--- src/rtl/brdbr_pkg.sv ---
package brdbr_pkg;

  localparam int REG_W  = 16;
  localparam int ADDR_W = 8;

  localparam logic [ADDR_W-1:0] OFS_LED  = 8'h00;
  localparam logic [ADDR_W-1:0] OFS_SW   = 8'h08;
  localparam logic [ADDR_W-1:0] OFS_STAT = 8'h10;
  localparam logic [ADDR_W-1:0] OFS_CLR  = 8'h20;
  localparam logic [ADDR_W-1:0] OFS_MASK = 8'h38;
  localparam logic [ADDR_W-1:0] OFS_SIG0 = 8'h40;
  localparam logic [ADDR_W-1:0] OFS_SIG1 = 8'h48;
  localparam logic [ADDR_W-1:0] OFS_VER  = 8'h50;
  localparam logic [ADDR_W-1:0] OFS_SIG2 = 8'h58;
  localparam logic [ADDR_W-1:0] OFS_MRST = 8'h60;
  localparam logic [ADDR_W-1:0] OFS_BID  = 8'h68;

  localparam logic [REG_W-1:0] SIG0_VAL = 16'hAAAA;
  localparam logic [REG_W-1:0] SIG1_VAL = 16'h5555;
  localparam logic [REG_W-1:0] SIG2_VAL = 16'hCAFE;

  typedef enum logic [3:0] {
    SEL_NONE,
    SEL_LED,
    SEL_SW,
    SEL_STAT,
    SEL_CLR,
    SEL_MASK,
    SEL_SIG0,
    SEL_SIG1,
    SEL_VER,
    SEL_SIG2,
    SEL_MRST,
    SEL_BID
  } reg_sel_e;

  function automatic reg_sel_e decode_ofs(input logic [ADDR_W-1:0] a);
    reg_sel_e s;
    case (a)
      OFS_LED:  s = SEL_LED;
      OFS_SW:   s = SEL_SW;
      OFS_STAT: s = SEL_STAT;
      OFS_CLR:  s = SEL_CLR;
      OFS_MASK: s = SEL_MASK;
      OFS_SIG0: s = SEL_SIG0;
      OFS_SIG1: s = SEL_SIG1;
      OFS_VER:  s = SEL_VER;
      OFS_SIG2: s = SEL_SIG2;
      OFS_MRST: s = SEL_MRST;
      OFS_BID:  s = SEL_BID;
      default:  s = SEL_NONE;
    endcase
    return s;
  endfunction

endpackage

--- src/rtl/brdbr_sync.sv ---
module brdbr_sync #(
  parameter int           W       = 1,
  parameter logic [W-1:0] RST_VAL = '0
) (
  input  logic         clk,
  input  logic         rst_n,
  input  logic [W-1:0] d_i,
  output logic [W-1:0] q_o
);

  logic [W-1:0] meta_q;
  logic [W-1:0] sync_q;

  always_ff @(posedge clk or negedge rst_n) begin
    if (!rst_n) begin
      meta_q <= RST_VAL;
      sync_q <= RST_VAL;
    end else begin
      meta_q <= d_i;
      sync_q <= meta_q;
    end
  end

  assign q_o = sync_q;

endmodule

--- src/rtl/brdbr_irq_core.sv ---
module brdbr_irq_core #(
  parameter int           N          = 16,
  parameter logic [N-1:0] EDGE_LINES = '0,
  parameter logic [N-1:0] LOW_LINES  = '0
) (
  input  logic         clk,
  input  logic         rst_n,
  input  logic [N-1:0] req_i,
  input  logic [N-1:0] clr_i,
  input  logic [N-1:0] mask_i,
  output logic [N-1:0] status_o,
  output logic         irq_n_o
);

  logic [N-1:0] req_sync;
  logic [N-1:0] lvl;
  logic [N-1:0] prev_q;
  logic [N-1:0] set_vec;
  logic [N-1:0] status_q;
  logic [N-1:0] status_d;
  logic [N-1:0] pend;
  logic         irq_n_q;
  logic         irq_n_d;

  // Idle value of active-low lines is 1, so reset the synchronizer there.
  brdbr_sync #(
    .W       (N),
    .RST_VAL (LOW_LINES)
  ) u_req_sync (
    .clk   (clk),
    .rst_n (rst_n),
    .d_i   (req_i),
    .q_o   (req_sync)
  );

  assign lvl = req_sync ^ LOW_LINES;

  for (genvar gi = 0; gi < N; gi++) begin : g_line
    if (EDGE_LINES[gi]) begin : g_edge
      assign set_vec[gi] = lvl[gi] & ~prev_q[gi];

      AST_EDGE_RISE_ONLY: assert property (@(posedge clk) disable iff (!rst_n)
        $rose(status_q[gi]) |-> $past(lvl[gi] & ~prev_q[gi]));
    end else begin : g_level
      assign set_vec[gi] = lvl[gi];
    end
  end

  always_comb begin
    status_d = (status_q & ~clr_i) | set_vec;
    pend     = status_q & ~mask_i;
    irq_n_d  = ~|pend;
  end

  always_ff @(posedge clk or negedge rst_n) begin
    if (!rst_n) begin
      prev_q   <= '0;
      status_q <= '0;
      irq_n_q  <= 1'b1;
    end else begin
      prev_q   <= lvl;
      status_q <= status_d;
      irq_n_q  <= irq_n_d;
    end
  end

  assign status_o = status_q;
  assign irq_n_o  = irq_n_q;

  AST_SET_WINS: assert property (@(posedge clk) disable iff (!rst_n)
    (|set_vec) |=> ((status_q & $past(set_vec)) == $past(set_vec)));

  AST_FALL_NEEDS_CLR: assert property (@(posedge clk) disable iff (!rst_n)
    1'b1 |=> ((($past(status_q) & ~status_q) & ~$past(clr_i)) == '0));

  AST_ALL_MASKED_QUIET: assert property (@(posedge clk) disable iff (!rst_n)
    (&mask_i) |=> irq_n_o);

endmodule

--- src/rtl/brdbr_regs.sv ---
module brdbr_regs
  import brdbr_pkg::*;
#(
  parameter int               SW_W     = 8,
  parameter int               LED_W    = 8,
  parameter logic [REG_W-1:0] CODE_VER = 16'h0100
) (
  input  logic              clk,
  input  logic              rst_n,
  input  logic              cs_i,
  input  logic              we_i,
  input  logic [ADDR_W-1:0] addr_i,
  input  logic [REG_W-1:0]  wdata_i,
  input  logic [REG_W-1:0]  status_i,
  input  logic [SW_W-1:0]   sw_i,
  input  logic [REG_W-1:0]  strap_i,
  output logic [REG_W-1:0]  rdata_o,
  output logic [REG_W-1:0]  mask_o,
  output logic [REG_W-1:0]  clr_o,
  output logic [LED_W-1:0]  led_o,
  output logic [REG_W-1:0]  mod_rst_o
);

  reg_sel_e         sel;
  logic             wr;
  logic             led_en;
  logic             mask_en;
  logic             clr_en;
  logic             mrst_en;
  logic             bid_en;
  logic [LED_W-1:0] led_q;
  logic [REG_W-1:0] mask_q;
  logic [REG_W-1:0] clr_q;
  logic [REG_W-1:0] mrst_q;
  logic [REG_W-1:0] bid_q;
  logic             bid_done_q;
  logic [REG_W-1:0] rd_led;
  logic [REG_W-1:0] rd_sw;
  logic [REG_W-1:0] rd_val;

  assign sel = decode_ofs(addr_i);
  assign wr  = cs_i & we_i;

  always_comb begin
    led_en  = wr && (sel == SEL_LED);
    mask_en = wr && (sel == SEL_MASK);
    clr_en  = wr && (sel == SEL_CLR);
    mrst_en = wr && (sel == SEL_MRST);
    bid_en  = !bid_done_q;
  end

  always_ff @(posedge clk or negedge rst_n) begin
    if (!rst_n) begin
      led_q      <= '0;
      mask_q     <= '1;
      clr_q      <= '0;
      mrst_q     <= '0;
      bid_q      <= '0;
      bid_done_q <= 1'b0;
    end else begin
      if (led_en)  led_q  <= wdata_i[LED_W-1:0];
      if (mask_en) mask_q <= wdata_i;
      if (clr_en)  clr_q  <= wdata_i;
      if (mrst_en) mrst_q <= wdata_i;
      if (bid_en) begin
        bid_q      <= strap_i;
        bid_done_q <= 1'b1;
      end
    end
  end

  always_comb begin
    rd_led = '0;
    rd_led[LED_W-1:0] = led_q;
    rd_sw = '0;
    rd_sw[SW_W-1:0] = sw_i;
    case (sel)
      SEL_LED:  rd_val = rd_led;
      SEL_SW:   rd_val = rd_sw;
      SEL_STAT: rd_val = status_i;
      SEL_CLR:  rd_val = clr_q;
      SEL_MASK: rd_val = mask_q;
      SEL_SIG0: rd_val = SIG0_VAL;
      SEL_SIG1: rd_val = SIG1_VAL;
      SEL_VER:  rd_val = CODE_VER;
      SEL_SIG2: rd_val = SIG2_VAL;
      SEL_MRST: rd_val = mrst_q;
      SEL_BID:  rd_val = bid_q;
      default:  rd_val = '0;
    endcase
    rdata_o = cs_i ? rd_val : '0;
  end

  assign mask_o    = mask_q;
  assign clr_o     = clr_q;
  assign led_o     = led_q;
  assign mod_rst_o = mrst_q;

  AST_MASK_TAKES_WRITE: assert property (@(posedge clk) disable iff (!rst_n)
    (cs_i && we_i && addr_i == OFS_MASK) |=> (mask_o == $past(wdata_i)));

  AST_MRST_TAKES_WRITE: assert property (@(posedge clk) disable iff (!rst_n)
    (cs_i && we_i && addr_i == OFS_MRST) |=> (mod_rst_o == $past(wdata_i)));

  AST_BID_FROZEN: assert property (@(posedge clk) disable iff (!rst_n)
    bid_done_q |=> $stable(bid_q));

  AST_UNMAPPED_ZERO: assert property (@(posedge clk) disable iff (!rst_n)
    (cs_i && !we_i && sel == SEL_NONE) |-> (rdata_o == '0));

endmodule

--- src/rtl/dbg_cpld_bridge.sv ---
module dbg_cpld_bridge
  import brdbr_pkg::*;
#(
  parameter int               SW_W       = 8,
  parameter int               LED_W      = 8,
  parameter logic [REG_W-1:0] CODE_VER   = 16'h0100,
  parameter logic [REG_W-1:0] EDGE_LINES = 16'h0018,
  parameter logic [REG_W-1:0] LOW_LINES  = 16'h0001
) (
  input  logic              clk_i,
  input  logic              rst_n_i,
  input  logic              bus_cs_i,
  input  logic              bus_we_i,
  input  logic [ADDR_W-1:0] bus_addr_i,
  input  logic [REG_W-1:0]  bus_wdata_i,
  output logic [REG_W-1:0]  bus_rdata_o,
  input  logic [REG_W-1:0]  irq_req_i,
  input  logic [SW_W-1:0]   sw_i,
  input  logic [REG_W-1:0]  strap_i,
  output logic [LED_W-1:0]  led_o,
  output logic [REG_W-1:0]  mod_rst_o,
  output logic              host_irq_n_o
);

  logic             rst_meta_q;
  logic             rst_n;
  logic [SW_W-1:0]  sw_sync;
  logic [REG_W-1:0] status;
  logic [REG_W-1:0] mask;
  logic [REG_W-1:0] clr;

  always_ff @(posedge clk_i or negedge rst_n_i) begin
    if (!rst_n_i) begin
      rst_meta_q <= 1'b0;
      rst_n      <= 1'b0;
    end else begin
      rst_meta_q <= 1'b1;
      rst_n      <= rst_meta_q;
    end
  end

  brdbr_sync #(
    .W       (SW_W),
    .RST_VAL ('0)
  ) u_sw_sync (
    .clk   (clk_i),
    .rst_n (rst_n),
    .d_i   (sw_i),
    .q_o   (sw_sync)
  );

  brdbr_irq_core #(
    .N          (REG_W),
    .EDGE_LINES (EDGE_LINES),
    .LOW_LINES  (LOW_LINES)
  ) u_irq (
    .clk      (clk_i),
    .rst_n    (rst_n),
    .req_i    (irq_req_i),
    .clr_i    (clr),
    .mask_i   (mask),
    .status_o (status),
    .irq_n_o  (host_irq_n_o)
  );

  brdbr_regs #(
    .SW_W     (SW_W),
    .LED_W    (LED_W),
    .CODE_VER (CODE_VER)
  ) u_regs (
    .clk       (clk_i),
    .rst_n     (rst_n),
    .cs_i      (bus_cs_i),
    .we_i      (bus_we_i),
    .addr_i    (bus_addr_i),
    .wdata_i   (bus_wdata_i),
    .status_i  (status),
    .sw_i      (sw_sync),
    .strap_i   (strap_i),
    .rdata_o   (bus_rdata_o),
    .mask_o    (mask),
    .clr_o     (clr),
    .led_o     (led_o),
    .mod_rst_o (mod_rst_o)
  );

endmodule

--- config.mk ---
export PLATFORM = sky130hd
export DESIGN_NAME = dbg_cpld_bridge
export DESIGN_NICKNAME = d
export VERILOG_FILES = /design/src/rtl/brdbr_pkg.sv /design/src/rtl/brdbr_sync.sv /design/src/rtl/brdbr_irq_core.sv /design/src/rtl/brdbr_regs.sv /design/src/rtl/dbg_cpld_bridge.sv
export SDC_FILE = /design/constraint.sdc
export NUM_CORES = 1
export LEC_CHECK = 0
export BUFFER_PORTS_ARGS = -buffer_cell sky130_fd_sc_hd__buf_2
export CAP_MARGIN = 30
export CORE_MARGIN = 2
export CORE_UTILIZATION = 52
export CTS_BUF_LIST = sky130_fd_sc_hd__clkbuf_8
export CTS_CLUSTER_DIAMETER = 150
export DETAILED_ROUTE_END_ITERATION = 12
export PLACE_DENSITY_LB_ADDON = 0.12
export SLEW_MARGIN = 0
export SYNTH_ARGS = -nofsm -noshare
export SYNTH_HDL_FRONTEND = slang
export SYNTH_SLANG_ARGS = --single-unit
--- constraint.sdc ---
create_clock -name clk_i -period 4.4 [get_ports clk_i]
set_input_delay 0.44 -clock clk_i [delete_from_list [all_inputs] [get_ports clk_i]]
set_output_delay 0.44 -clock clk_i [all_outputs]
set_load 0.02 [all_outputs]
==> out/qor.csv <==
stage,metric,value,unit
sta,max frequency,259,MHz
hold_path,Worst Hold Launch,irq_req_i[0],
clock_tree,total CTS buffers,17,
detailed_routing,DR pass1 iterations,6,
grt,first-pass GRT wire length,23900,µm
critical_path,CP Class,primary input to output pin,
detailed_routing,DR WL/cell,21.4,µm
die,die area,0.0130,mm²
synthesis,"Seq/Total Area, Yosys",57.0,%
grt,overall global routing resource usage,24.9,%
grt,GR Overflow Total,0,
detailed_routing,# DRC,0,
synthesis,most common library cells after synthesis,"123 x dfrtp_1, 31 x mux2_4, 27 x mux2_1",
sta,unrepaired setup endpoints after global routing,no,
sta,final hold violation count,0,
place,routability cong.,0.860,
die,core area,0.0119,mm²
synthesis,Synth Area per Inst,13.9,µm²
clock_tree,clock-pin slew on the worst setup and hold paths,0.07,ns
grt,vias in the first global route,4272,
clock_tree,Sink Count,142,
sta,Final Cycle Share,87.8,%
die,Ports,109,
sta,worst hold slack,0.0879,ns
layout,n_diodes,0,
critical_path,"Arr. time, crit path",3.42,ns
layout,fill cell count,966,
detailed_routing,number of vias per cell,5.81,
clock_tree,Resized cells post-CTS,0,
layout,share of cells above drive strength 1,42.0,%
die,Starting Density,52.7,%
synthesis,top-count cell post-synth,dfrtp_1,
clock_tree,CTS tree,done,
synthesis,dominant cell type by area after synthesis,dfrtp_1,
hold_path,type of the most critical hold path,primary input to flop,
synthesis,#FFs+latches synth,142,
layout,Final Util,61.5,%
sta,Max-slew headroom,43.0,%
die,Die Ht,114,µm
critical_path,R2R Setup Slk,2.78,ns
grt,initial antenna violation count,0,
place,Port Buffers,108,
detailed_routing,Total Wirelength,15500,µm
run,total of max-cap violations,0,
detailed_routing,Final ANT Viol Nets,0,
power_and_ir_drop,PD cells,369,mW/mm²
synthesis,post-synthesis async set-or-reset flop share,100,%
synthesis,Post-synth EDFFs,0,
critical_path,crit start category,primary input,
detailed_routing,Vias,4202,
power_and_ir_drop,leakage,3.43,nW
detailed_routing,First DRT Iteration DRCs,329,
place,HPWL Detailed,10700,µm
sta,worst slew pin tran,0.855,ns
clock_tree,Clock Root Buffer,clkbuf_8,
grt,largest net degree at the start of global routing,90,
synthesis,Cells after Synth,452,
synthesis,top_reg_cell synth,dfrtp_1,
critical_path,Worst Path Required,3.96,ns
sta,skew final,0.00725,ns
sta,final setup fails,0,
clock_tree,Worst-Skew Late Latency,0.45,ns
clock_tree,Max clock buf depth,2,
power_and_ir_drop,total chip power,2.70,mW
layout,Final #Nets,634,
outcome,status,completed,
power_and_ir_drop,Max rail drop VDD,0.235,mV
sta,post-route minimum period,3.86,ns
die,site row count,40,
critical_path,CP endpoint kind,output pin,
sta,Final Max Tran Viols,0,
critical_path,Crit Path Max Fanout,21,
sta,Setup TNS,0,ns
synthesis,cell area after synthesis,0.00628,mm²
synthesis,largest cells by area after synthesis,"dfrtp_1 49%, dfstp_2 7.9%, mux2_4 7.4%",
synthesis,Yosys Warn Count,0,
synthesis,Yosys cell types,70,
critical_path,worst setup path startpoint,bus_addr_i[7],
synthesis,Yosys top cell area share,49.0,%
critical_path,reg2reg start,u_regs.mask_o[13],
layout,Layout area overhead,16.7,%
die,die width,114,µm
clock_tree,htree depth,4,
-- what timing repair did --
| item | CTS | global route |
|---|---|---|
| endpoints found under the hold margin | 2 | 0 |
| setup endpoints to repair | 0 | 0 |
| buffers inserted | 0 | 0 |
| hold buffers | 1 | 0 |
-- worst max-delay path: stages --
cell	delay, ns
buf_2	0.26
nor4_4	0.60
nand3_1	0.23
ha_1	0.32
inv_1	0.19
o21ai_2	0.16
nor4b_1	0.52
buf_4	0.22
a221oi_1	0.05
a41oi_2	0.25
buf_2	0.19
-- final cells by class --
class	count	area (µm²)	share of cell area [%]
tap	147	184	2.51
clock buffer	20	275	3.76
inverter	26	97.6	1.33
timing repair buffer	116	628	8.57
sequential	142	3580	48.9
multi-input combinational	260	2430	33.2
clock inverter	12	134	1.83
-- stage by stage --
stage / area, µm² / setup slack [ns] / std cells
floorplan: 6280 / 0.184 / 453
global placement: 6910 / 0.688 / 690
detailed placement: 6910 / 0.611 / 690
CTS: 7330 / 0.606 / 723
global route: 7330 / 0.356 / 723
finish: 7330 / 0.538 / 723
-- registers in the layout, summed over array words and instances, names as in the netlist --
register,cells
u_irq.status_o,16
u_irq.u_req_sync.meta_q,16
u_irq.u_req_sync.q_o,16
u_regs.bid_q,16
u_regs.clr_o,16
u_regs.mask_o,16
u_regs.mod_rst_o,16
u_regs.led_o,8
u_sw_sync.meta_q,8
u_sw_sync.q_o,8
u_irq.prev_q,2
rst_meta_q,1
rst_n,1
u_irq.irq_n_o,1
u_regs.bid_done_q,1
-- cells in the final DEF (no fill, tap or decap), types with 3 or more instances in the layout --
| cell type | Yosys | layout |
|---|---|---|
| dfrtp_1 | 123 | 122 |
| buf_2 | 9 | 108 |
| mux2_4 | 31 | 31 |
| mux2_1 | 27 | 27 |
| inv_1 | 26 | 26 |
| mux2_2 | 22 | 22 |
| clkbuf_8 | 0 | 20 |
| dfstp_2 | 19 | 19 |
| o21bai_1 | 12 | 12 |
| nand2_1 | 11 | 11 |
| a222oi_1 | 11 | 11 |
| o22ai_1 | 10 | 10 |
| o21a_1 | 9 | 9 |
| nor3b_1 | 8 | 8 |
| o21ai_1 | 8 | 8 |
| o21ai_0 | 7 | 7 |
| a22o_1 | 7 | 7 |
| a31oi_1 | 7 | 7 |
| a21oi_1 | 6 | 6 |
| buf_4 | 3 | 5 |
| nor3_1 | 4 | 4 |
| a21o_1 | 4 | 4 |
| a41oi_1 | 4 | 4 |
| nand3_1 | 3 | 3 |
| nand2b_1 | 3 | 3 |
| nor2_1 | 3 | 3 |
| o211ai_1 | 3 | 3 |
| a22oi_1 | 3 | 3 |
| a221oi_2 | 3 | 3 |
| ha_1 | 3 | 3 |
| clkinv_2 | 0 | 3 |
| clkinv_4 | 0 | 3 |
-- routing by layer --
metal / vias up / share of wire [%] / routed length (µm) / track usage [%]
met5: - / 0 / 0 / 0
met4: 0 / 1.4 / 222 / 8.70
met3: 23 / 5.8 / 891 / 4.73
met2: 167 / 46 / 7080 / 37.3
met1: 2114 / 47 / 7280 / 36.7
li1: 1898 / - / - / -
-- power breakdown --
part / internal, mW / total (mW) / switching, mW
registers: 1.39 / 1.45 / 0.0592
logic: 0.0962 / 0.210 / 0.114
clock network: 0.551 / 1.05 / 0.497
total: 2.03 / 2.70 / 0.671
-- kinds of logic after synthesis --
| kind of cell | Yosys count | synth area share (%) |
|---|---|---|
| AOI/OAI and AO/OA | 117 | 15.2 |
| xor gates and xnor gates | 3 | 0.418 |
| adders and majority gates | 3 | 0.598 |
| buffers and inverters | 51 | 4.40 |
| DFF | 142 | 57.0 |
| muxes | 80 | 16.2 |
| other | 1 | 0.0597 |
| and+or+nand+nor | 55 | 6.16 |
-- final timing paths --
check                                             end  cells after the start
max                                    bus_rdata_o[5]                     11
min                        u_irq.u_req_sync.meta_q[0]                      1
max reg2reg                             u_irq.irq_n_o                      3
min reg2reg                          u_sw_sync.q_o[4]                      0
max in group asynchronous            u_regs.mask_o[9]                      1
min in group asynchronous                       rst_n                      2
Note: power is estimated with default switching activity, not from simulation.
